===== config.mk =====
export PLATFORM = sky130hd
export DESIGN_NAME = uart_irq_ident
export DESIGN_NICKNAME = d
export VERILOG_FILES = /design/src/rtl/uart_irq_pkg.sv /design/src/rtl/uart_irq_rst_sync.sv /design/src/rtl/uart_irq_pend.sv /design/src/rtl/uart_irq_prio.sv /design/src/rtl/uart_irq_ident.sv
export SDC_FILE = /design/constraint.sdc
export NUM_CORES = 1
export LEC_CHECK = 0
export BUFFER_PORTS_ARGS = -buffer_cell sky130_fd_sc_hd__buf_2
export CAP_MARGIN = 20
export CORE_AREA = 2 2 39 41
export DETAILED_ROUTE_END_ITERATION = 7
export DIE_AREA = 0 0 41 43
export HOLD_SLACK_MARGIN = 0.03
export PLACE_DENSITY_LB_ADDON = 0.05
export SETUP_SLACK_MARGIN = 0.05
export SKIP_CTS_REPAIR_TIMING = 1
export SLEW_MARGIN = 0
export SYNTH_ARGS = -nofsm -noshare
export SYNTH_HDL_FRONTEND = slang
export SYNTH_SLANG_ARGS = --single-unit

===== constraint.sdc =====
create_clock -name clk -period 3.1 [get_ports clk]
set_input_delay 0.155 -clock clk [delete_from_list [all_inputs] [get_ports clk]]
set_output_delay 0.155 -clock clk [all_outputs]
set_load 0.02 [all_outputs]

===== src/rtl/uart_irq_pkg.sv =====
package uart_irq_pkg;
  localparam int NUM_SRC = 5;
  localparam int CODE_W  = 3;

  typedef enum int {
    SRC_LINE  = 0,
    SRC_RXRDY = 1,
    SRC_RXTO  = 2,
    SRC_THRE  = 3,
    SRC_MODEM = 4
  } src_idx_e;

  // identification bits [3:1] of the status byte per source index
  function automatic logic [CODE_W-1:0] src_code(input int idx);
    logic [CODE_W-1:0] c;
    case (idx)
      SRC_LINE:  c = 3'b011;
      SRC_RXRDY: c = 3'b010;
      SRC_RXTO:  c = 3'b110;
      SRC_THRE:  c = 3'b001;
      default:   c = 3'b000;
    endcase
    return c;
  endfunction
endpackage


===== src/rtl/uart_irq_rst_sync.sv =====
module uart_irq_rst_sync #(
  parameter int STAGES = 2
) (
  input  logic clk,
  input  logic rst_n,
  output logic rst_sync_n
);
  logic [STAGES-1:0] sync_q;
  logic [STAGES-1:0] sync_d;

  always_comb begin
    sync_d = {sync_q[STAGES-2:0], 1'b1};
  end

  always_ff @(posedge clk or negedge rst_n) begin
    if (!rst_n) sync_q <= '0;
    else        sync_q <= sync_d;
  end

  assign rst_sync_n = sync_q[STAGES-1];
endmodule


===== src/rtl/uart_irq_pend.sv =====
module uart_irq_pend #(
  parameter int N = 5
) (
  input  logic         clk,
  input  logic         rst_n,
  input  logic [N-1:0] evt,
  input  logic [N-1:0] clr,
  output logic [N-1:0] pend
);
  logic [N-1:0] pend_q;
  logic [N-1:0] pend_d;
  logic         upd_en;

  // set has priority over clear, per flag
  for (genvar g = 0; g < N; g++) begin : g_flag
    always_comb begin
      pend_d[g] = evt[g] | (pend_q[g] & ~clr[g]);
    end
  end

  always_comb begin
    upd_en = (|evt) | (|clr);
  end

  always_ff @(posedge clk or negedge rst_n) begin
    if (!rst_n)      pend_q <= '0;
    else if (upd_en) pend_q <= pend_d;
  end

  assign pend = pend_q;
endmodule


===== src/rtl/uart_irq_prio.sv =====
module uart_irq_prio
  import uart_irq_pkg::*;
#(
  parameter int N = NUM_SRC
) (
  input  logic [N-1:0]      pend,
  input  logic [N-1:0]      en,
  output logic [N-1:0]      grant,
  output logic              valid,
  output logic [CODE_W-1:0] code
);
  logic [N-1:0] live;

  always_comb begin
    live = pend & en;
  end

  // lowest index is most urgent
  always_comb begin
    grant = '0;
    valid = 1'b0;
    code  = '0;
    for (int i = 0; i < N; i++) begin
      if (!valid && live[i]) begin
        grant[i] = 1'b1;
        valid    = 1'b1;
        code     = src_code(i);
      end
    end
  end
endmodule


===== src/rtl/uart_irq_ident.sv =====
module uart_irq_ident
  import uart_irq_pkg::*;
#(
  parameter int SYNC_STAGES = 2
) (
  input  logic               clk,
  input  logic               rst_n,
  input  logic [NUM_SRC-1:0] src_evt,
  input  logic [NUM_SRC-1:0] src_en,
  input  logic               fifo_en,
  input  logic               fifo_deep,
  input  logic               rd_stb,
  output logic [7:0]         rd_data,
  output logic               irq
);
  logic               rst_sync_n;
  logic [NUM_SRC-1:0] pend_q;
  logic [NUM_SRC-1:0] grant;
  logic [NUM_SRC-1:0] clr;
  logic               valid;
  logic [CODE_W-1:0]  code;

  uart_irq_rst_sync #(.STAGES(SYNC_STAGES)) u_rst (
    .clk        (clk),
    .rst_n      (rst_n),
    .rst_sync_n (rst_sync_n)
  );

  uart_irq_pend #(.N(NUM_SRC)) u_pend (
    .clk   (clk),
    .rst_n (rst_sync_n),
    .evt   (src_evt),
    .clr   (clr),
    .pend  (pend_q)
  );

  uart_irq_prio #(.N(NUM_SRC)) u_prio (
    .pend  (pend_q),
    .en    (src_en),
    .grant (grant),
    .valid (valid),
    .code  (code)
  );

  always_comb begin
    clr = rd_stb ? grant : '0;
  end

  always_comb begin
    rd_data = {fifo_en, fifo_en, fifo_deep, 1'b0, code, ~valid};
    irq     = |(pend_q & src_en);
  end
endmodule


# --- After elaboration in Yosys (flattened, before gate mapping) ---
# Cells that the tools add are included.
word_totals:
  regBits: 7
  latch_bits: 0
  mem_bits_rw: 0
  romBits: 0
  inputBits: 15
  output_inout_bits: 9
  wordCells: 46
  memories: 0
op_classes:
  addsub: 0
  n_mul: 0
  n_div: 0
  n_lt_le_gt_ge: 0
  eq_ne: 0
  shift: 0
  n_mux: 15
  n_bitwise: 18
  n_reduce_logical: 11
ops:
  columns: ["op", "n"]
  rows:
  - ["5-bit OR reduction", 3]
  - ["1-bit 2-to-1 mux", 9]
  - ["3-bit 2-to-1 mux", 3]
  - ["1-bit inverter", 6]
  - ["1-bit bitwise OR", 6]
  - ["1-bit AND", 5]
  - ["5-bit AND", 1]
  - ["5-bit 2-to-1 mux", 1]
  - ["1-bit logical AND", 4]
  - ["1-bit zero test", 4]
  - ["2-bit 2-to-1 mux", 2]

# --- Depth between registers and ports, before layout ---
# Gate-level depths: netlist of the first run.
depth:
  depth_word: 18
  mapped_depth: 3
  depth_no_buf: 3

# --- Modules after synthesis ---
# Synthesis of the first run repeated with hierarchy kept, for this count alone.
hier_totals:
  cells_unflattened: 45
  hier_area_um2: 407.9
by_module_without_submodules:
  columns: ["mod", "instances", "cells_per_inst", "area_per_inst_um2", "seq_area_each_um2"]
  rows:
  - ["uart_irq_pend", 1, 15, 181.4, 125.1]
  - ["uart_irq_ident", 1, 14, 90.1, 0.0]
  - ["uart_irq_prio", 1, 13, 82.6, 0.0]
  - ["uart_irq_rst_sync", 1, 3, 53.8, 50.0]

# --- Worst setup path after synthesis of the first run ---
# Ideal clock, no wire load.
synth_path:
  path_kind: "register to output"
  from: "register u_pend.pend_q[0] (netlist: u_pend.pend[0])"
  to: "output rd_data[0]"
  t_arrival_ns: 1.362
  t_required_ns: 2.945
  path_slack_ns: 1.583
  path_stages_with_launch: 4
  n_path_buf: 0
  path_cell_list: "dfrtp_1 > a22o_1 > nand2b_4 > a221oi_1"
synth_via:
  elab_chain_cells: 15
synth_rtl:
  columns: ["item", "line", "text"]
  rows:
  - ["start: declaration", "uart_irq_pend.sv:10", "logic [N-1:0] pend_q;"]
  - ["start signal: assignment", "uart_irq_pend.sv:27", "else if (upd_en) pend_q <= pend_d;"]
  - ["5-bit AND *", "uart_irq_prio.sv:15", "live = pend & en;"]
  - ["1-bit 2-to-1 mux *", "uart_irq_prio.sv:24", "if (!valid && live[i]) begin"]
  - ["1-bit zero test", "uart_irq_prio.sv:24", null]
  - ["1-bit logical AND", "uart_irq_prio.sv:24", null]
  - ["1-bit 2-to-1 mux *", "uart_irq_prio.sv:24", null]
  - ["1-bit zero test", "uart_irq_prio.sv:24", null]
  - ["1-bit logical AND", "uart_irq_prio.sv:24", null]
  - ["1-bit 2-to-1 mux *", "uart_irq_prio.sv:24", null]
  - ["1-bit zero test", "uart_irq_prio.sv:24", null]
  - ["1-bit logical AND", "uart_irq_prio.sv:24", null]
  - ["1-bit 2-to-1 mux *", "uart_irq_prio.sv:24", null]
  - ["1-bit zero test", "uart_irq_prio.sv:24", null]
  - ["1-bit logical AND", "uart_irq_prio.sv:24", null]
  - ["1-bit 2-to-1 mux *", "uart_irq_prio.sv:24", null]
  - ["1-bit inverter *", "uart_irq_ident.sv:50", "rd_data = {fifo_en, fifo_en, fifo_deep, 1'b0, code, ~valid};"]
  - ["end: declaration", "uart_irq_ident.sv:13", "output logic [7:0] rd_data,"]
# Every way passes the cells marked *; elsewhere a longest branch is shown, timed or not.

# --- Worst setup path after layout of the first run ---
layout_path:
  from: "register u_pend.pend_q[0] (netlist: u_pend.pend[0])"
  to: "output irq"
layout_via:
  elab_chain_cells: 2
layout_rtl:
  columns: ["item", "line", "text"]
  rows:
  - ["5-bit AND", "uart_irq_ident.sv:51", "irq = |(pend_q & src_en);"]
  - ["5-bit OR reduction", "uart_irq_ident.sv:51", null]
  - ["end: declaration", "uart_irq_ident.sv:14", "output logic irq"]
# Every way passes these cells.

==> summary.md, run 1 <==
| Metric | Value |
|---|---|
| Maximum capacitance violations | `0` |
| Leakage power | `0.217 nW` |
| Height of the die | `43 um` |
| Final setup fails | `0` |
| Layout cells sized above 1 | `47.1%` |
| Tot Pwr | `0.214 mW` |
| Sequential cell area | `175 um^2` |
| Post-route clock skew | `2.96 ps` |
| Critical-path top delay cell | `dfrtp_1` |
| Htree depth | `1` |
| Sequential element share of the synthesized area | `50.2%` |
| Row count | `14` |
| Post-route cell area | `460 um^2` |
| Commonest non-fill, non-tap cell in the layout | `buf_2` |
| Syn Area/Cell | `10.6 um^2` |
| Antenna cells | `0` |
| # nets final | `67` |
| Worst flop-to-flop path startpoint | `u_pend.pend[0]` |
| Mapped Area | `349 um^2` |
| Crit. End Element | `output pin` |
| Clk sinks | `7` |
| Number of global-route vias before repair | `309` |
| Post-Layout Cell Count | `67` |
| Worst path required time | `2940 ps` |
| CTS tree | `built` |
| Clock latency on the worst-skew pair | `240 ps` |
| Die width | `41 um` |
| Fillers | `152` |
| TritonRoute pass-1 iters | `4` |
| Setup crit start | `u_pend.pend[0]` |
| Total GRT Usage | `10.4%` |
| PortBufs | `17` |
| Number of DRC markers in iteration 0 | `7` |
| GRT Residual Overflow | `0` |
| Status | `finished, final reports clean` |
| CTS Buf Count | `3` |
| Worst-path fanout max | `6` |
| Final min period | `1630 ps` |
| RSZ-0062 raised after global routing | `false` |
| Critical setup path kind | `reg2out` |
| Crit share post-route | `52.5%` |
| Multi-input logic area | `140 um^2` |
| Die ar. | `1760 um^2` |
| Final HPWL DP | `660 um` |
| Hold WC Path Type | `reg2async` |
| Most frequent cells in the layout | `17 x buf_2, 7 x dfrtp_1, 4 x nand2_1, 3 x clkbuf_4` |
| Share of the synthesized area in the top cell type | `50.2%` |
| Max Freq | `615 MHz` |
| Peak supply drop | `171 uV` |
| Crit path largest cell delay | `390 ps` |
| Starting Density | `25.2%` |
| Worst path cell trace | `a22o_1 > nand2b_4 > a221o_1 > buf_2` |
| Syn nets | `48` |
| DR vias | `309` |
| Power Dens Cells | `465 nW/um^2` |
| Crit path arrival time | `1470 ps` |
| Clock-pin slew on the worst setup and hold paths | `50 ps` |
| Largest net degree at the start of global routing | `7` |
| Detail Route Antenna Nets | `0` |
| First-pass GRT wire length | `1240 um` |
| Clock Path Buffers | `2` |
| Core ar. | `1380 um^2` |
| I/O pin count | `24` |
| CP top delay family | `compound AO/OA/AOI/OAI gates` |
| Total Wirelength | `777 um` |
| # DRC | `0` |
| Synth Warn # | `0` |
| Syn-to-layout area delta | `31.9%` |
| CP bufs+invs | `1` |
| Initial antenna violation count | `0` |
| Type of origin of the critical path | `flop` |
| Placed Area | `424 um^2` |
| Count of state elements after synthesis | `7` |
| Leading area contributor after synthesis | `dfrtp_1` |
| Dpl cells | `62` |
| GPL Wtd Cong | `0.669` |
| Synth Instances | `33` |
| Fin Setup TNS | `0 ps` |
| Drt via density | `4.61` |
| CTS Root Cell | `clkbuf_4` |
| Drt wl/cell | `11.6 um` |
| Synth area leaders | `dfrtp_1 50%, buf_4 8.6%, o22a_2 5.7%` |
| Fin. Hold Viols | `0` |
| Synth cell types | `18` |
| Max Slew Vio Count | `0` |
-- metal layers --
metal  global-route usage (%)  vias to the layer above  part of all wire, %
li1                         -                      149                    -
met1                     11.6                      141                   40
met2                     17.5                       19                   47
met3                     3.14                        0                   13
met4                     4.00                        0                    0
met5                        0                        -                    0
-- cell families (layout without fill, tap and decap cells) --
| group | Yosys count | in the layout | synth area share [%] |
|---|---|---|---|
| and+or+nand+nor | 10 | 10 | 16.5 |
| AOI/OAI and AO/OA | 9 | 9 | 21.5 |
| DFF | 7 | 7 | 50.2 |
| buffers and inverters | 5 | 23 | 9.68 |
| other | 2 | 2 | 2.15 |
-- per-stage QoR --
step | util, % | setup slack, ps | hold WS [ps]
6_report | 33.3 | 1470 | 78.7
5_1_grt | 33.3 | 1360 | 73.8
4_1_cts | 32.5 | 1460 | -321
3_5_place_dp | 30.7 | 1730 | -59.0
3_3_place_gp | 30.7 | 1770 | -61.4
2_1_floorplan | - | 1580 | -141
-- sequential cells by signal, indices dropped and copies added, names as in the netlist --
name,count
u_rst.sync_q,2
u_pend.pend,5
-- path summary, 6_finish.rpt --
check,slack (ps),to,cells past startpoint
max,1470,irq,4
min,80,u_pend.pend[2],0
max reg2reg,1970,u_pend.pend[4],3
min reg2reg,80,u_pend.pend[2],0
max in group asynchronous,2790,u_rst.sync_q[1],2
min in group clk,90,u_pend.pend[1],2
-- power by group --
part           internal, mW  total, mW  switching [mW]
Combinational        0.0164     0.0356          0.0192
Sequential           0.0960     0.0997         0.00370
Clock                0.0489     0.0787          0.0299
-- final cells by class --
cell class,count,area share [%]
Sequential cell,7,38.0
Multi-Input combinational cell,21,30.4
Timing Repair Buffer,18,20.7
Clock buffer,4,5.71
Tap cell,16,4.35
Inverter,1,0.815
-- worst register-to-register path, cell delays in order, from the launching register on --
cell and delay, ps:
dfrtp_1 390, a22o_1 250, nand2b_4 160, o22a_2 200
-- synthesized netlist by cell type --
cell / instances
a22o_1: 1
dfrtp_1: 7
a21o_1: 1
o22a_2: 2
nand2_1: 4
conb_1: 2
o21ai_0: 1
nand4b_1: 1
a221o_1: 1
a221oi_1: 1
buf_4: 4
a21o_2: 1
nor2_1: 2
nand3b_1: 1
nand3_1: 1
inv_1: 1
nand2b_4: 1
a31oi_1: 1
Power figures use the tool's default switching activity.
==> run 2: changes to the inputs <==
--- a/config.mk
+++ b/config.mk
@@ -5,11 +5,11 @@
 export SDC_FILE = /design/constraint.sdc
 export NUM_CORES = 1
 export LEC_CHECK = 0
+export ABC_AREA = 1
 export BUFFER_PORTS_ARGS = -buffer_cell sky130_fd_sc_hd__buf_2
 export CAP_MARGIN = 20
-export CORE_AREA = 2 2 39 41
+export CORE_UTILIZATION = 30
 export DETAILED_ROUTE_END_ITERATION = 7
-export DIE_AREA = 0 0 41 43
 export HOLD_SLACK_MARGIN = 0.03
 export PLACE_DENSITY_LB_ADDON = 0.05
 export SETUP_SLACK_MARGIN = 0.05
==> constraint.sdc (replaced) <==
create_clock -name clk -period 1.5 [get_ports clk]
set_input_delay 0.075 -clock clk [delete_from_list [all_inputs] [get_ports clk]]
set_output_delay 0.075 -clock clk [all_outputs]
set_load 0.02 [all_outputs]
==> run 2 against run 1 <==
Effect of this change:
- via count grew 4.5%
- combinational power grew to 2.6 times the previous value
- hold slack lost 55 ps
- first-iteration DRC count fell by 29%
- sequential share of layout area shrank 5.4 points
- area after synthesis increased by 14%
- sequential cell count stayed put
- worst setup slack got worse by 1300 ps
- cell count up 22%
- die area decreased by 16%
- critical path type unchanged
- largest cell class unchanged
- largest power group unchanged
- highest routed layer unchanged
==> summary.md, run 2 <==
| Metric | Value |
|---|---|
| Drt wl/cell | `8.28 um` |
| Htree depth | `1` |
| Drt via density | `3.94` |
| Clock Path Buffers | `2` |
| Leading area contributor after synthesis | `dfrtp_1` |
| Syn Area/Cell | `8.47 um^2` |
| Fin Setup TNS | `0 ps` |
| Power Dens Cells | `860 nW/um^2` |
| Synth Warn # | `0` |
| Largest net degree at the start of global routing | `6` |
| Total GRT Usage | `10.0%` |
| CTS Root Cell | `clkbuf_4` |
| Synth area leaders | `dfrtp_1 44%, nand2_1 9.4%, buf_4 7.5%` |
| Post-route clock skew | `7.28 ps` |
| Detail Route Antenna Nets | `0` |
| Critical setup path kind | `reg2out` |
| Mapped Area | `398 um^2` |
| Clk sinks | `7` |
| Clock latency on the worst-skew pair | `250 ps` |
| Post-Layout Cell Count | `82` |
| Type of origin of the critical path | `flop` |
| Critical R2R Capture | `u_pend.pend[4]` |
| Max Freq | `779 MHz` |
| Peak supply drop | `437 uV` |
| PortBufs | `17` |
| GRT Residual Overflow | `0` |
| Dpl cells | `74` |
| Critical-path top delay cell | `dfrtp_1` |
| Commonest non-fill, non-tap cell in the layout | `buf_2` |
| Min-delay src | `src_evt[3]` |
| Total Wirelength | `679 um` |
| Layout cells sized above 1 | `42.6%` |
| Leakage power | `0.303 nW` |
| Crit share post-route | `85.6%` |
| Asr flop ratio synth | `100%` |
| TritonRoute pass-1 iters | `4` |
| Final setup fails | `0` |
| CTS tree | `built` |
| Syn nets | `62` |
| Antenna cells | `0` |
| DR vias | `323` |
| Hold endpoint | `u_pend.pend[3]` |
| Final HPWL DP | `569 um` |
| Synth cell types | `18` |
| First-pass GRT wire length | `993 um` |
| Row count | `12` |
| Final min period | `1280 ps` |
| Max Slew Vio Count | `0` |
| Max reg flops | `5` |
| Count of state elements after synthesis | `7` |
| Worst reg2reg setup slack | `530 ps` |
| Status | `finished, final reports clean` |
| R2R cell count | `6` |
| Syn-to-layout area delta | `34.9%` |
| Starting Density | `34.0%` |
| Sequential element share of the synthesized area | `44.0%` |
| Number of DRC markers in iteration 0 | `5` |
| Die width | `38.4 um` |
| Number of global-route vias before repair | `291` |
| Top-count cell post-synth | `nand2_1` |
| Die ar. | `1480 um^2` |
| Post-synth EDFFs | `0` |
| Worst path cell trace | `nand2_1 > nand2_4 > nor2_4 > inv_2 > o21ai_2 > buf_2` |
| Worst-path fanout max | `4` |
| Top cells by count, synth | `10 x nand2_1, 8 x inv_1, 7 x dfrtp_1` |
| GPL Wtd Cong | `0.587` |
| Height of the die | `38.4 um` |
| Most frequent cells in the layout | `17 x buf_2, 10 x nand2_1, 8 x inv_1, 7 x dfrtp_1, 4 x dlygate4sd3_1` |
| # nets final | `84` |
| Clock-pin slew on the worst setup and hold paths | `50 ps` |
| Crit. End Element | `output pin` |
| Worst flop-to-flop path startpoint | `u_pend.pend[1]` |
| Fin. Hold Viols | `0` |
| Worst path required time | `1420 ps` |
| I/O pin count | `24` |
| Crit path largest cell delay | `390 ps` |
| Synth Flop Type | `dfrtp_1` |
| RSZ-0062 raised after global routing | `false` |
| Initial antenna violation count | `0` |
| Core ar. | `1170 um^2` |
| CTS Buf Count | `3` |
| Share of the synthesized area in the top cell type | `44.0%` |
| Hold WC Path Type | `in2reg` |
| Hold depth | `3` |
| Synth Instances | `47` |
| # DRC | `0` |
| Maximum capacitance violations | `0` |
| Crit path arrival time | `1210 ps` |
-- run 2: layout make-up --
cell class / count / area, um^2
fill: 124 / 634
sequential: 7 / 175
multi-input combinational: 26 / 155
timing repair buffer: 21 / 125
inverter: 10 / 37.5
clock buffer: 4 / 26.3
tap: 14 / 17.5
-- run 2: power breakdown --
part	internal, mW	leakage [nW]	switching (mW)
Sequential	0.198	0.0697	0.00722
Clock	0.101	0.0150	0.0627
Combinational	0.0401	0.218	0.0523
-- run 2: worst max path at each step --
stage,endpoint,slack [ps],start
5_1_grt,rd_data[1],100,u_pend.pend[0]
3_5_place_dp,rd_data[1],460,u_pend.pend[0]
3_3_place_gp,rd_data[1],460,u_pend.pend[0]
6_report,rd_data[1],220,u_pend.pend[1]
2_1_floorplan,rd_data[0],420,u_pend.pend[0]
4_1_cts,rd_data[1],200,u_pend.pend[0]
-- run 2: worst max-delay path, delay by kind of cell (launching register included) --
family	cells	cell delay [ps]
buf+inv	2	210
flops	1	390
simple gates	3	280
compound gates	1	90
-- run 2: kinds of logic (layout without fill, tap and decap cells) --
group	Yosys count	count (layout)	synth area share [%]
buf+inv	14	35	17.0
compound gates	4	4	7.23
other cells	2	2	1.89
simple gates	20	20	29.9
flops	7	7	44.0
-- run 2: layer usage --
layer  wire length (um)  vias to the layer above  global-route usage (%)
li1                   -                      174                       -
met5                  0                        -                       0
met2                330                       17                    16.5
met1                272                      132                    10.6
met3                 76                        0                    2.33
met4                  0                        0                    8.62
-- run 2: stage by stage --
| stage | power, mW | worst slack (ps) | hold WS (ps) | instance area, um^2 | util, % |
|---|---|---|---|---|---|
| global placement | 0.296 | 459 | -138 | 470 | 40.2 |
| global route | 0.490 | 104 | 33.3 | 537 | 45.8 |
| CTS | 0.462 | 197 | -403 | 497 | 42.4 |
| detailed placement | 0.295 | 464 | -139 | 470 | 40.2 |
| finish | 0.462 | 216 | 23.7 | 537 | 45.8 |
| floorplan | 0.276 | 421 | -221 | 398 | - |
